[src/rtl/prbs_bert_pkg.sv]
package prbs_bert_pkg;

  localparam int unsigned SHORT_LEN = 15;
  localparam int unsigned SHORT_TAP = 14;
  localparam int unsigned LONG_LEN  = 23;
  localparam int unsigned LONG_TAP  = 18;
  localparam int unsigned STATE_W   = LONG_LEN;

  typedef enum logic {SEQ_SHORT = 1'b0, SEQ_LONG = 1'b1} seq_mode_e;
  typedef logic [STATE_W-1:0] prbs_state_t;

  localparam prbs_state_t SEED = '1;

  function automatic logic prbs_feedback(prbs_state_t s, seq_mode_e m);
    return (m == SEQ_LONG) ? (s[LONG_LEN-1] ^ s[LONG_TAP-1])
                           : (s[SHORT_LEN-1] ^ s[SHORT_TAP-1]);
  endfunction

  // oldest bit of the window is the next one on the line
  function automatic logic prbs_oldest(prbs_state_t s, seq_mode_e m);
    return (m == SEQ_LONG) ? s[LONG_LEN-1] : s[SHORT_LEN-1];
  endfunction

  function automatic prbs_state_t prbs_next(prbs_state_t s, seq_mode_e m);
    return {s[STATE_W-2:0], prbs_feedback(s, m)};
  endfunction

  function automatic prbs_state_t seed_mask(seq_mode_e m);
    return (m == SEQ_LONG) ? SEED
                           : {{(STATE_W-SHORT_LEN){1'b0}}, {SHORT_LEN{1'b1}}};
  endfunction

endpackage

[src/rtl/prbs_bert_rise.sv]
module prbs_bert_rise #(
  parameter int unsigned N = 4
) (
  input  logic         clk_i,
  input  logic         rst_ni,
  input  logic [N-1:0] lvl_i,
  output logic [N-1:0] rise_o
);
  logic [N-1:0] prev_q;

  for (genvar g = 0; g < N; g++) begin : g_det
    always_ff @(posedge clk_i or negedge rst_ni) begin
      if (!rst_ni) prev_q[g] <= 1'b0;
      else         prev_q[g] <= lvl_i[g];
    end
    assign rise_o[g] = lvl_i[g] & ~prev_q[g];
  end
endmodule

[src/rtl/prbs_bert_gen.sv]
module prbs_bert_gen
  import prbs_bert_pkg::*;
(
  input  logic      clk_i,
  input  logic      rst_ni,
  input  seq_mode_e mode_i,
  input  logic      load_i,
  input  logic      adv_i,
  input  logic      en_i,
  output logic      bit_o
);
  prbs_state_t state_q;

  always_ff @(posedge clk_i or negedge rst_ni) begin
    if (!rst_ni)     state_q <= SEED;
    else if (load_i) state_q <= SEED;
    else if (adv_i)  state_q <= prbs_next(state_q, mode_i);
  end

  assign bit_o = en_i & prbs_oldest(state_q, mode_i);
endmodule

[src/rtl/prbs_bert_rx.sv]
module prbs_bert_rx
  import prbs_bert_pkg::*;
#(
  parameter int unsigned CNT_W = 16
) (
  input  logic             clk_i,
  input  logic             rst_ni,
  input  seq_mode_e        mode_i,
  input  logic             restart_i,
  input  logic             go_i,
  input  logic             clear_i,
  input  logic             bit_i,
  output logic             lock_o,
  output logic [CNT_W-1:0] cnt_o
);
  localparam logic [CNT_W-1:0] CNT_MAX = '1;

  prbs_state_t win_q, ref_q, win_n;
  logic        lock_q, seed_hit, expect_bit, miss;
  logic [CNT_W-1:0] cnt_q;

  assign win_n      = {win_q[STATE_W-2:0], bit_i};
  assign seed_hit   = (win_n & seed_mask(mode_i)) == seed_mask(mode_i);
  assign expect_bit = prbs_feedback(ref_q, mode_i);
  assign miss       = go_i & lock_q & (bit_i ^ expect_bit);

  always_ff @(posedge clk_i or negedge rst_ni) begin
    if (!rst_ni) begin
      lock_q <= 1'b0;
      win_q  <= '0;
      ref_q  <= '0;
    end else if (restart_i) begin
      lock_q <= 1'b0;
      win_q  <= '0;
    end else if (go_i) begin
      if (!lock_q) begin
        win_q <= win_n;
        if (seed_hit) begin
          lock_q <= 1'b1;
          ref_q  <= win_n;
        end
      end else begin
        // reference runs free: a line error never enters it
        ref_q <= {ref_q[STATE_W-2:0], expect_bit};
      end
    end
  end

  always_ff @(posedge clk_i or negedge rst_ni) begin
    if (!rst_ni)                      cnt_q <= '0;
    else if (clear_i)                 cnt_q <= '0;
    else if (miss && cnt_q != CNT_MAX) cnt_q <= cnt_q + 1'b1;
  end

  assign lock_o = lock_q;
  assign cnt_o  = cnt_q;
endmodule

[src/rtl/prbs_bert.sv]
module prbs_bert
  import prbs_bert_pkg::*;
#(
  parameter int unsigned CNT_W = 16
) (
  input  logic             clk_i,
  input  logic             rst_ni,
  input  logic             mode_i,
  input  logic             bit_en_i,
  input  logic             tx_start_i,
  input  logic             gen_reset_i,
  input  logic             rx_start_i,
  input  logic             clr_cnt_i,
  input  logic             rx_bit_i,
  output logic             tx_bit_o,
  output logic             lock_o,
  output logic [CNT_W-1:0] err_cnt_o
);
  localparam int unsigned NCTL    = 4;
  localparam int unsigned CTL_TX  = 0;
  localparam int unsigned CTL_GEN = 1;
  localparam int unsigned CTL_RX  = 2;
  localparam int unsigned CTL_CLR = 3;

  seq_mode_e       mode;
  logic [NCTL-1:0] ctl_lvl, ctl_rise;
  logic            tx_rise, gen_rise, rx_rise, clr_rise;
  logic            tx_en_q, rx_en_q, tx_adv, rx_go;

  assign mode = seq_mode_e'(mode_i);

  assign ctl_lvl[CTL_TX]  = tx_start_i;
  assign ctl_lvl[CTL_GEN] = gen_reset_i;
  assign ctl_lvl[CTL_RX]  = rx_start_i;
  assign ctl_lvl[CTL_CLR] = clr_cnt_i;

  prbs_bert_rise #(.N(NCTL)) u_rise (
    .clk_i  (clk_i),
    .rst_ni (rst_ni),
    .lvl_i  (ctl_lvl),
    .rise_o (ctl_rise)
  );

  assign tx_rise  = ctl_rise[CTL_TX];
  assign gen_rise = ctl_rise[CTL_GEN];
  assign rx_rise  = ctl_rise[CTL_RX];
  assign clr_rise = ctl_rise[CTL_CLR];

  // armed by an edge, dropped as soon as the level falls
  always_ff @(posedge clk_i or negedge rst_ni) begin
    if (!rst_ni) begin
      tx_en_q <= 1'b0;
      rx_en_q <= 1'b0;
    end else begin
      tx_en_q <= tx_rise | (tx_start_i & tx_en_q);
      rx_en_q <= rx_rise | (rx_start_i & rx_en_q);
    end
  end

  assign tx_adv = tx_en_q & tx_start_i & bit_en_i;
  assign rx_go  = rx_en_q & rx_start_i & bit_en_i;

  prbs_bert_gen u_gen (
    .clk_i  (clk_i),
    .rst_ni (rst_ni),
    .mode_i (mode),
    .load_i (gen_rise),
    .adv_i  (tx_adv),
    .en_i   (tx_en_q),
    .bit_o  (tx_bit_o)
  );

  prbs_bert_rx #(.CNT_W(CNT_W)) u_rx (
    .clk_i     (clk_i),
    .rst_ni    (rst_ni),
    .mode_i    (mode),
    .restart_i (rx_rise),
    .go_i      (rx_go),
    .clear_i   (clr_rise),
    .bit_i     (rx_bit_i),
    .lock_o    (lock_o),
    .cnt_o     (err_cnt_o)
  );
endmodule

[config.mk]
export PLATFORM = sky130hd
export DESIGN_NAME = prbs_bert
export DESIGN_NICKNAME = d
export VERILOG_FILES = /design/src/rtl/prbs_bert_pkg.sv /design/src/rtl/prbs_bert_rise.sv /design/src/rtl/prbs_bert_gen.sv /design/src/rtl/prbs_bert_rx.sv /design/src/rtl/prbs_bert.sv
export SDC_FILE = /design/constraint.sdc
export NUM_CORES = 1
export LEC_CHECK = 0
export ABC_AREA = 1
export BUFFER_PORTS_ARGS = -buffer_cell sky130_fd_sc_hd__buf_4
export CAP_MARGIN = 10
export CORE_UTILIZATION = 25
export CTS_CLUSTER_DIAMETER = 120
export DETAILED_ROUTE_END_ITERATION = 8
export PLACE_DENSITY_LB_ADDON = 0.2
export SETUP_SLACK_MARGIN = 0.02
export SKIP_LAST_GASP = 1
export SYNTH_ARGS = -nofsm -noshare
export SYNTH_HDL_FRONTEND = slang
export SYNTH_HIERARCHICAL = 1
export SYNTH_SLANG_ARGS = --single-unit
[constraint.sdc]
create_clock -name clk_i -period 1.9 [get_ports clk_i]
set_input_delay 0.38 -clock clk_i [delete_from_list [all_inputs] [get_ports clk_i]]
set_output_delay 0.38 -clock clk_i [all_outputs]
set_load 0.05 [all_outputs]
**After elaboration in Yosys (flattened, before gate mapping)**

Index checks and enable logic that the tools add are counted.

- Register bits after elaboration: 91
- Output and inout bits: 18

- Eq/ne operators: 3
- Reduce and logical (&&, ||, !) cells: 7
- Add/subtract/negate cells: 1
- Mux-type cells: 17
- Bitwise operators: 24

Operators by type and width:

| cell | number |
|---|---|
| 23-bit 2-to-1 mux | 5 |
| 22-bit 2-to-1 mux | 3 |
| 16-bit 2-to-1 mux | 2 |
| 23-bit bitwise AND | 1 |
| 23-bit equality test | 1 |
| 16-bit by 1-bit adder with 16-bit output (second input constant) | 1 |
| 16-bit inequality test (second input constant) | 1 |
| 1-bit bitwise AND | 11 |
| 2-bit nonzero test | 4 |
| 1-bit 2-to-1 mux | 7 |
| 1-bit inverter | 5 |
| 1-bit XOR | 5 |
| 3-bit AND reduction | 1 |
| 2-bit inequality test (second input constant) | 1 |
| 1-bit bitwise OR | 2 |
| 2-bit AND reduction | 1 |
| 1-bit logical AND | 1 |

**Depth between registers and ports, before layout**

Gate-level depths: netlist of the first run.

- Depth after elaboration: 7
- Mapped depth: 11
- Depth with buffers taken out: 11

**Hierarchy**

Netlist of the first run, hierarchy kept.

By module, submodules not included:

| module | instances | cells each | area an instance (µm²) |
|---|---|---|---|
| prbs_bert_rx | 1 | 460 | 3,365.7 |
| prbs_bert_gen | 1 | 107 | 1,066.0 |
| prbs_bert_rise | 1 | 12 | 140.1 |
| prbs_bert | 1 | 11 | 83.8 |

**Least setup slack after synthesis of the first run**

OpenSTA, ideal clock, no wires.

- Path type: register to register
- Start point: register u_rx.cnt_q[1] (netlist: u_rx/cnt_o[1])
- End point: register u_rx.cnt_q[3] (netlist: u_rx/cnt_o[3])
- Arrival time: 1,772 ps
- Data required time: 1,834 ps
- Stages on the path, launching flop included: 11
- Setup time: 66 ps
- Setup slack: 62 ps
- Buffers on the path: 1
- Period minus slack after synthesis: 1,838 ps
- Path through: dfrtp_1 -> ha_1 -> nand2_2 -> inv_2 -> nand2_2 -> nor2_4 -> nand2_4 -> nand4_4 -> buf_8 -> nand3_1 -> nand2_1

- Longest elaborated chain between the ends: 3

RTL lines:

| what | line | RTL |
|---|---|---|
| start: declaration | prbs_bert_rx.sv:20 | `logic [CNT_W-1:0] cnt_q;` |
| start signal: assignment | prbs_bert_rx.sv:52 | `else if (miss && cnt_q != CNT_MAX) cnt_q <= cnt_q + 1'b1;` |
| 16-bit by 1-bit adder with 16-bit output / 16-bit inequality test (equally long branches) | prbs_bert_rx.sv:52 |  |
| 16-bit 2-to-1 mux / 1-bit logical AND (equally long branches) | prbs_bert_rx.sv:52 |  |
| 16-bit 2-to-1 mux / 2-bit nonzero test (equally long branches) | - |  |

Parallel ways exist; a longest one is shown, timed or not. The select of a mux whose other input is x is not followed.
A chain may end at the register's enable or synchronous reset.

**Final worst setup path of the first run**

- Start point: register u_rx.cnt_q[0] (netlist: u_rx/cnt_o[0])
- End point: register u_rx.cnt_q[0] (netlist: u_rx/cnt_o[0])

Same word-level chain as after synthesis.

==> impl_metrics.json, run 1 <==
{
  "die_y_um": 138,
  "tns_ns": 0,
  "min_path_cells": 1,
  "wl_per_cell_um": 13.3,
  "cp.arrival_ns": 1.98,
  "ant_nets": 0,
  "tightest_slew_ns": 0.450,
  "grt_use_total_pct": 12.7,
  "r2r-end": "u_rx/cnt_o[0]$_DFFE_PN0P_",
  "synth.distinct_cells": 35,
  "synth_area_per_cell_um2": 7.89,
  "wirelength_mm": 11.4,
  "numCtsBuffers": 9,
  "synth_area_um2": 4660,
  "final.period_utilization_pct": 91.7,
  "synth.yosys.seq_area_share_pct": 49.5,
  "ys_ff_latch": 91,
  "areaGrowthSynthToFinish_pct": 19.1,
  "p_leak_nw": 2.81,
  "cts.path.max_buffers": 2,
  "hold_path_end": "u_rise/prev_q[3]$_DFF_PN0_",
  "die_w_um": 138,
  "setup_viol": 0,
  "start_kind": "register",
  "violations": "DRC",
  "firstDrtPassIters": 7,
  "crit_path_max_incr_delay_ns": 0.42,
  "synth_warnings": 6,
  "path_class": "register to register",
  "hold_ws_ns": 0.146,
  "cp_slowest_cell": "dfrtp_1",
  "cp_max_fo": 14,
  "slew_viol_final": 0,
  "rsz0062_at_grt": "false",
  "drv_cap": 0,
  "hold_viol_final": 0,
  "crit_buf_inv": 1,
  "path_depth": 9,
  "synth_fp_nets": 600,
  "gp_congestion": 0.784,
  "drive_above_1_share_pct": 20.1,
  "crit_top_cell": "nand2_2",
  "insertion_delay_ns": 0.35,
  "cts_max_level": 3,
  "syn_inst": 590,
  "rrSetupSlack_ns": 0.16,
  "io_buffers": 26,
  "cts_tree": "done",
  "grt_start_max_net_pins": 33,
  "outcome": "finished with violations",
  "cp.required_ns": 2.14,
  "grt_pass1_wl_mm": 19.6,
  "total_power_mw": 4.61,
  "ioPinCount": 27,
  "worst_ir_drop_vdd_mv": 0.656,
  "fin_nets": 633,
  "finClkSkew_ns": 0.00757,
  "cts_root_buf": "clkbuf_16",
  "worst_r2r_startpoint": "u_rx/cnt_o[0]$_DFFE_PN0P_",
  "post-cts-setup-buffers": 0,
  "grt_pass1_vias": 3913,
  "clk_pin_slew_ns": 0.07,
  "hp-class": "primary input to register",
  "antenna_found_initial": 0,
  "dieArea_um2": 19200,
  "startpoint": "u_rx/cnt_o[0]$_DFFE_PN0P_",
  "fmax_ghz": 0.574,
  "drc": 8,
  "holdCritStartpoint": "clr_cnt_i",
  "placeableCoreArea_um2": 18100,
  "slew_headroom_pct": 70.0,
  "n_antenna_cell": 0,
  "path_cells": "ha_1 -> nand2_2 -> inv_2 -> nand2_2 -> nor2_4 -> nand2_4 -> nand4_2 -> nand3_1 -> nand2_1",
  "num_rows": 49,
  "cp-end-kind": "register",
  "grt_overflow": 0,
  "dpl.hpwl_mm": 7.61,
  "initial_utilization_pct": 25.7,
  "fin_crit_ns": 1.74,
  "cp_top_family": "simple AND/OR/NAND/NOR gates",
  "p_per_area_nw_per_um2": 831,
  "cts.sinks": 91,
  "viasPerCell": 4.62,
  "dr.first_iter.drc_count": 314,
  "rr_worst_depth": 9,
  "vias": 3962
}
-- what timing repair did --
action                                 CTS  global route
endpoints found under the hold margin   20             0
gates resized for setup                  0             1
hold buffers                             1             0
setup endpoints to repair                0             9
-- cell families (layout without fill, tap and decap cells) --
kind of cell | after synthesis | in the layout | share of synthesized area (%)
buf+inv | 82 | 119 | 8.12
flops | 91 | 91 | 49.5
compound gates | 59 | 59 | 7.12
fa+ha+maj | 1 | 1 | 0.269
simple gates | 353 | 354 | 34.2
xor+xnor | 4 | 4 | 0.753
-- state kept, by name, indices dropped and copies added, names as in the netlist --
name and flops:
rx_en_q 1, tx_en_q 1, u_gen/state_q 23, u_rise/prev_q 4, u_rx/cnt_o 16, u_rx/lock_o 1
u_rx/ref_q 23, u_rx/win_q 22
-- placed cells by master, fill, tap and decap left out --
| cell | synthesis | routed |
|---|---|---|
| nand4_2 | 0 | 1 |
| nand3_2 | 2 | 2 |
| nor2_8 | 2 | 2 |
| o21ai_2 | 1 | 1 |
| buf_12 | 1 | 2 |
| nand2_4 | 1 | 1 |
| nor3_2 | 1 | 1 |
| nand4_1 | 19 | 19 |
| clkinvlp_4 | 0 | 2 |
| a22oi_1 | 1 | 1 |
| o22ai_1 | 1 | 1 |
| nand2_2 | 3 | 3 |
| xnor2_1 | 1 | 1 |
| o21bai_1 | 1 | 1 |
| clkinv_1 | 2 | 2 |
| inv_1 | 43 | 43 |
| ha_1 | 1 | 1 |
| dlygate4sd3_1 | 0 | 1 |
| o21ai_1 | 1 | 1 |
| inv_2 | 9 | 9 |
| nor2_2 | 7 | 9 |
| a21oi_2 | 7 | 7 |
| xor2_1 | 3 | 3 |
| nand2_1 | 207 | 207 |
| nor2_4 | 2 | 2 |
| nand4_4 | 1 | 1 |
| a21oi_1 | 9 | 9 |
| o21ai_0 | 38 | 38 |
| buf_4 | 2 | 46 |
| clkinv_2 | 0 | 1 |
| nand3_1 | 83 | 83 |
| nor2_1 | 25 | 23 |
| clkbuf_16 | 0 | 9 |
| dfrtp_1 | 68 | 68 |
| dfstp_2 | 23 | 23 |
| bufinv_16 | 0 | 4 |
-- cell type report --
cell class                 count  area, µm²
multi-input combinational    418       1990
inverter                      54        203
timing repair buffer          49        395
clock inverter                 7        140
sequential                    91       2310
clock buffer                   9        225
fill                        1924      12500
tap                          229        287
-- worst reg2reg max path, stage by stage (launching register included) --
cell and delay [ns]:
dfrtp_1 0.42, ha_1 0.24, nand2_2 0.09, inv_2 0.05
nand2_2 0.10, nor2_4 0.06, nand2_4 0.17, nand4_2 0.27
nand3_1 0.16, nand2_1 0.06
-- worst max-delay path by stage --
| stage | end | slack, ns |
|---|---|---|
| global placement | u_rx/cnt_o[14]$_DFFE_PN0P_ | 0.17 |
| floorplan | u_rx/cnt_o[3]$_DFFE_PN0P_ | 0.06 |
| finish | u_rx/cnt_o[0]$_DFFE_PN0P_ | 0.16 |
| global route | u_rx/cnt_o[11]$_DFFE_PN0P_ | 0.02 |
| detailed placement | u_rx/cnt_o[14]$_DFFE_PN0P_ | 0.15 |
| CTS | u_rx/cnt_o[14]$_DFFE_PN0P_ | 0.12 |
-- report_power, final --
group	leakage (nW)	internal (mW)	switching [mW]	total [mW]
combinational	1.45	0.0953	0.194	0.290
sequential	1.18	2.06	0.0433	2.10
clock	0.172	1.42	0.798	2.22
total	2.81	3.57	1.04	4.61
-- per-layer routing --
| layer | part of all wire, % | global-route usage, % |
|---|---|---|
| met5 | 0 | 0 |
| met4 | 1.9 | 4.14 |
| met3 | 4.7 | 3.46 |
| met2 | 44 | 19.3 |
| met1 | 49 | 17.3 |
-- synth_stat cells, drive strengths merged --
library cell / n / area share (%)
nand2: 211 / 17
nand3: 85 / 9.4
dfrtp: 68 / 37
inv: 52 / 4.2
o21ai: 40 / 4.4
nor2: 36 / 4.3
dfstp: 23 / 13
nand4: 20 / 3.0
buf: 18 / 3.0
a21oi: 16 / 2.3
clkbuf: 10 / 0.81
xor2: 3 / 0.56
clkinv: 2 / 0.16
a22oi: 1 / 0.16
ha: 1 / 0.27
nor3: 1 / 0.22
o21bai: 1 / 0.16
o22ai: 1 / 0.13
xnor2: 1 / 0.19
-- per-stage QoR --
step                      instance area [µm²]  std cells  util, %  setup slack [ns]
after floorplan                          4660        590        -            0.0621
after global placement                   5150        839     28.5             0.166
after detailed placement                 5150        839     28.5             0.149
after CTS                                5530        856     30.6             0.121
after global routing                     5550        857     30.7            0.0244
final                                    5550        857     30.7             0.157
(Power assumes the default switching activity.)
==> run 2, diff against run 1 <==
--- a/config.mk
+++ b/config.mk
@@ -8,9 +8,10 @@
 export ABC_AREA = 1
 export BUFFER_PORTS_ARGS = -buffer_cell sky130_fd_sc_hd__buf_4
 export CAP_MARGIN = 10
-export CORE_UTILIZATION = 25
+export CORE_UTILIZATION = 55
 export CTS_CLUSTER_DIAMETER = 120
 export DETAILED_ROUTE_END_ITERATION = 8
+export GPL_ROUTABILITY_DRIVEN = 0
 export PLACE_DENSITY_LB_ADDON = 0.2
 export SETUP_SLACK_MARGIN = 0.02
 export SKIP_LAST_GASP = 1
==> impl_metrics.json, run 2 (synthesis results as in run 1) <==
{
  "post-route-util_pct": 63.0,
  "cp_max_fo": 14,
  "total_power_mw": 3.83,
  "areaGrowthSynthToFinish_pct": 11.3,
  "grt_use_total_pct": 24.2,
  "netSwitchingFraction_pct": 25.4,
  "drive_above_1_share_pct": 19.0,
  "switchingPower_mw": 0.973,
  "setup_viol": 0,
  "slew_viol_final": 0,
  "cts.sinks": 91,
  "ant_nets": 0,
  "layout_commonest_cell": "nand2_1",
  "clkPwrFrac_pct": 38.0,
  "pre_cts_ws_ns": 0.167,
  "cp.required_ns": 2.15,
  "rsz0062_at_grt": "false",
  "nFillCells": 724,
  "grt_start_max_net_pins": 48,
  "hold_ws_ns": 0.134,
  "crit_path_max_incr_delay_ns": 0.43,
  "initial_utilization_pct": 56.7,
  "slew_headroom_pct": 70.5,
  "fin_crit_ns": 1.76,
  "cts_tree": "done",
  "path_cells": "ha_1 -> nand2_2 -> inv_2 -> nand2_2 -> nor2_4 -> nand2_4 -> nand4_2 -> nand3_1 -> nand2_1",
  "final.period_utilization_pct": 92.5,
  "hp-class": "primary input to register",
  "combPwrFrac_pct": 7.3,
  "ioPinCount": 27,
  "p_int_mw": 2.86,
  "dieArea_um2": 8840,
  "fin_ws_ns": 0.142,
  "multi_input_area_um2": 1990,
  "most-common-layout-cells": "nand2_1 (207), nand3_1 (83), dfrtp_1 (68)",
  "grt_pass1_vias": 3670,
  "cts_max_level": 3,
  "fin_nets": 626,
  "cp-end-kind": "register",
  "p_leak_nw": 2.71,
  "cp_top_family": "simple AND/OR/NAND/NOR gates",
  "dpl.hpwl_mm": 6.45,
  "cts_root_buf": "clkbuf_8",
  "tns_ns": 0,
  "worst_ir_drop_vdd_mv": 0.402,
  "num_rows": 33,
  "insertion_delay_ns": 0.36,
  "p_seq_share_pct": 54.8,
  "clk_pin_slew_ns": 0.10,
  "io_buffers": 26,
  "cp_slowest_cell": "dfrtp_1",
  "reg_top3": "u_gen/state_q: 23 flops, u_rx/ref_q: 23 flops, u_rx/win_q: 22 flops",
  "viasPerCell": 5.42,
  "vias": 3935,
  "numCtsBuffers": 9,
  "path_class": "register to register",
  "hold_viol_final": 0,
  "drc": 0,
  "die_y_um": 94.0,
  "firstDrtPassIters": 4,
  "tightest_slew_ns": 0.440,
  "fmax_ghz": 0.569,
  "placeableCoreArea_um2": 8220,
  "crit_buf_inv": 1,
  "wirelength_mm": 9.80,
  "p_per_area_nw_per_um2": 740,
  "grt_pass1_wl_mm": 16.7,
  "drv_cap": 0,
  "cp.arrival_ns": 2.00,
  "cts.path.max_buffers": 2,
  "outcome": "finished, final reports clean",
  "finClkSkew_ns": 0.0117,
  "start_kind": "register",
  "wl_per_cell_um": 13.5,
  "grt_overflow": 0,
  "register_area_um2": 2310,
  "n_antenna_cell": 0,
  "post-cts-setup-buffers": 0,
  "crit_top_cell": "nand2_2",
  "antenna_found_initial": 0,
  "dr.first_iter.drc_count": 207,
  "die_w_um": 94.0
}
run 2: cell types whose count changed in the layout (fill, tap and decap cells not counted):
cell	change
nor2_1	+1
inv_6	+5
clkbuf_8	+9
clkinvlp_4	-2
bufinv_16	-3
clkbuf_16	-8
buf_12	-1
clkinv_2	-1
buf_4	-6
nor2_2	-1
run 2: metal layers:
metal / global-route usage, % / part of all wire, %
met1: 31.9 / 46
met2: 39.6 / 48
met4: 9.49 / 1.3
met5: 0 / 0
met3: 4.05 / 5.0
run 2: power groups by stage:
stage / clock (mW) / sequential, mW / combinational [mW]
2_1_floorplan: 0 / 2.12 / 0.183
3_3_place_gp: 0 / 2.13 / 0.270
3_5_place_dp: 0 / 2.13 / 0.280
4_1_cts: 1.49 / 2.10 / 0.282
5_1_grt: 1.58 / 2.11 / 0.317
6_report: 1.46 / 2.10 / 0.278
run 2: repair_timing:
item	4_1_cts	5_1_grt
hold buffers	1	0
resized for setup	0	1
endpoints found under the hold margin	17	0
endpoints found under the setup margin	0	5
run 2: cell type report:
type / instances / share of cell area, %
Inverter: 54 / 3.91
Timing Repair Buffer: 42 / 6.38
Tap cell: 105 / 2.54
Clock inverter: 6 / 1.43
Sequential cell: 91 / 44.5
Multi-Input combinational cell: 418 / 38.4
Clock buffer: 10 / 2.87
run 2: worst paths after layout:
path	start	end	slack, ns	cells after the start
setup reg to reg	u_rx/cnt_o[0]$_DFFE_PN0P_	u_rx/cnt_o[9]$_DFFE_PN0P_	0.14	9
hold / removal	gen_reset_i	u_rise/prev_q[1]$_DFF_PN0_	0.13	1
hold reg to reg	u_gen/state_q[21]$_DFFE_PN1P_	u_gen/state_q[21]$_DFFE_PN1P_	0.47	2
min in group asynchronous	rst_ni	u_rise/prev_q[3]$_DFF_PN0_	0.46	2
max in group asynchronous	rst_ni	u_gen/state_q[1]$_DFFE_PN1P_	0.78	3
setup / recovery	u_rx/cnt_o[0]$_DFFE_PN0P_	u_rx/cnt_o[9]$_DFFE_PN0P_	0.14	9
run 2: metrics by stage:
step | area (µm²) | instances
5_1_grt | 5180 | 726
4_1_cts | 5160 | 725
6_report | 5180 | 726
3_5_place_dp | 4930 | 708
3_3_place_gp | 4930 | 708
2_1_floorplan | 4660 | 590
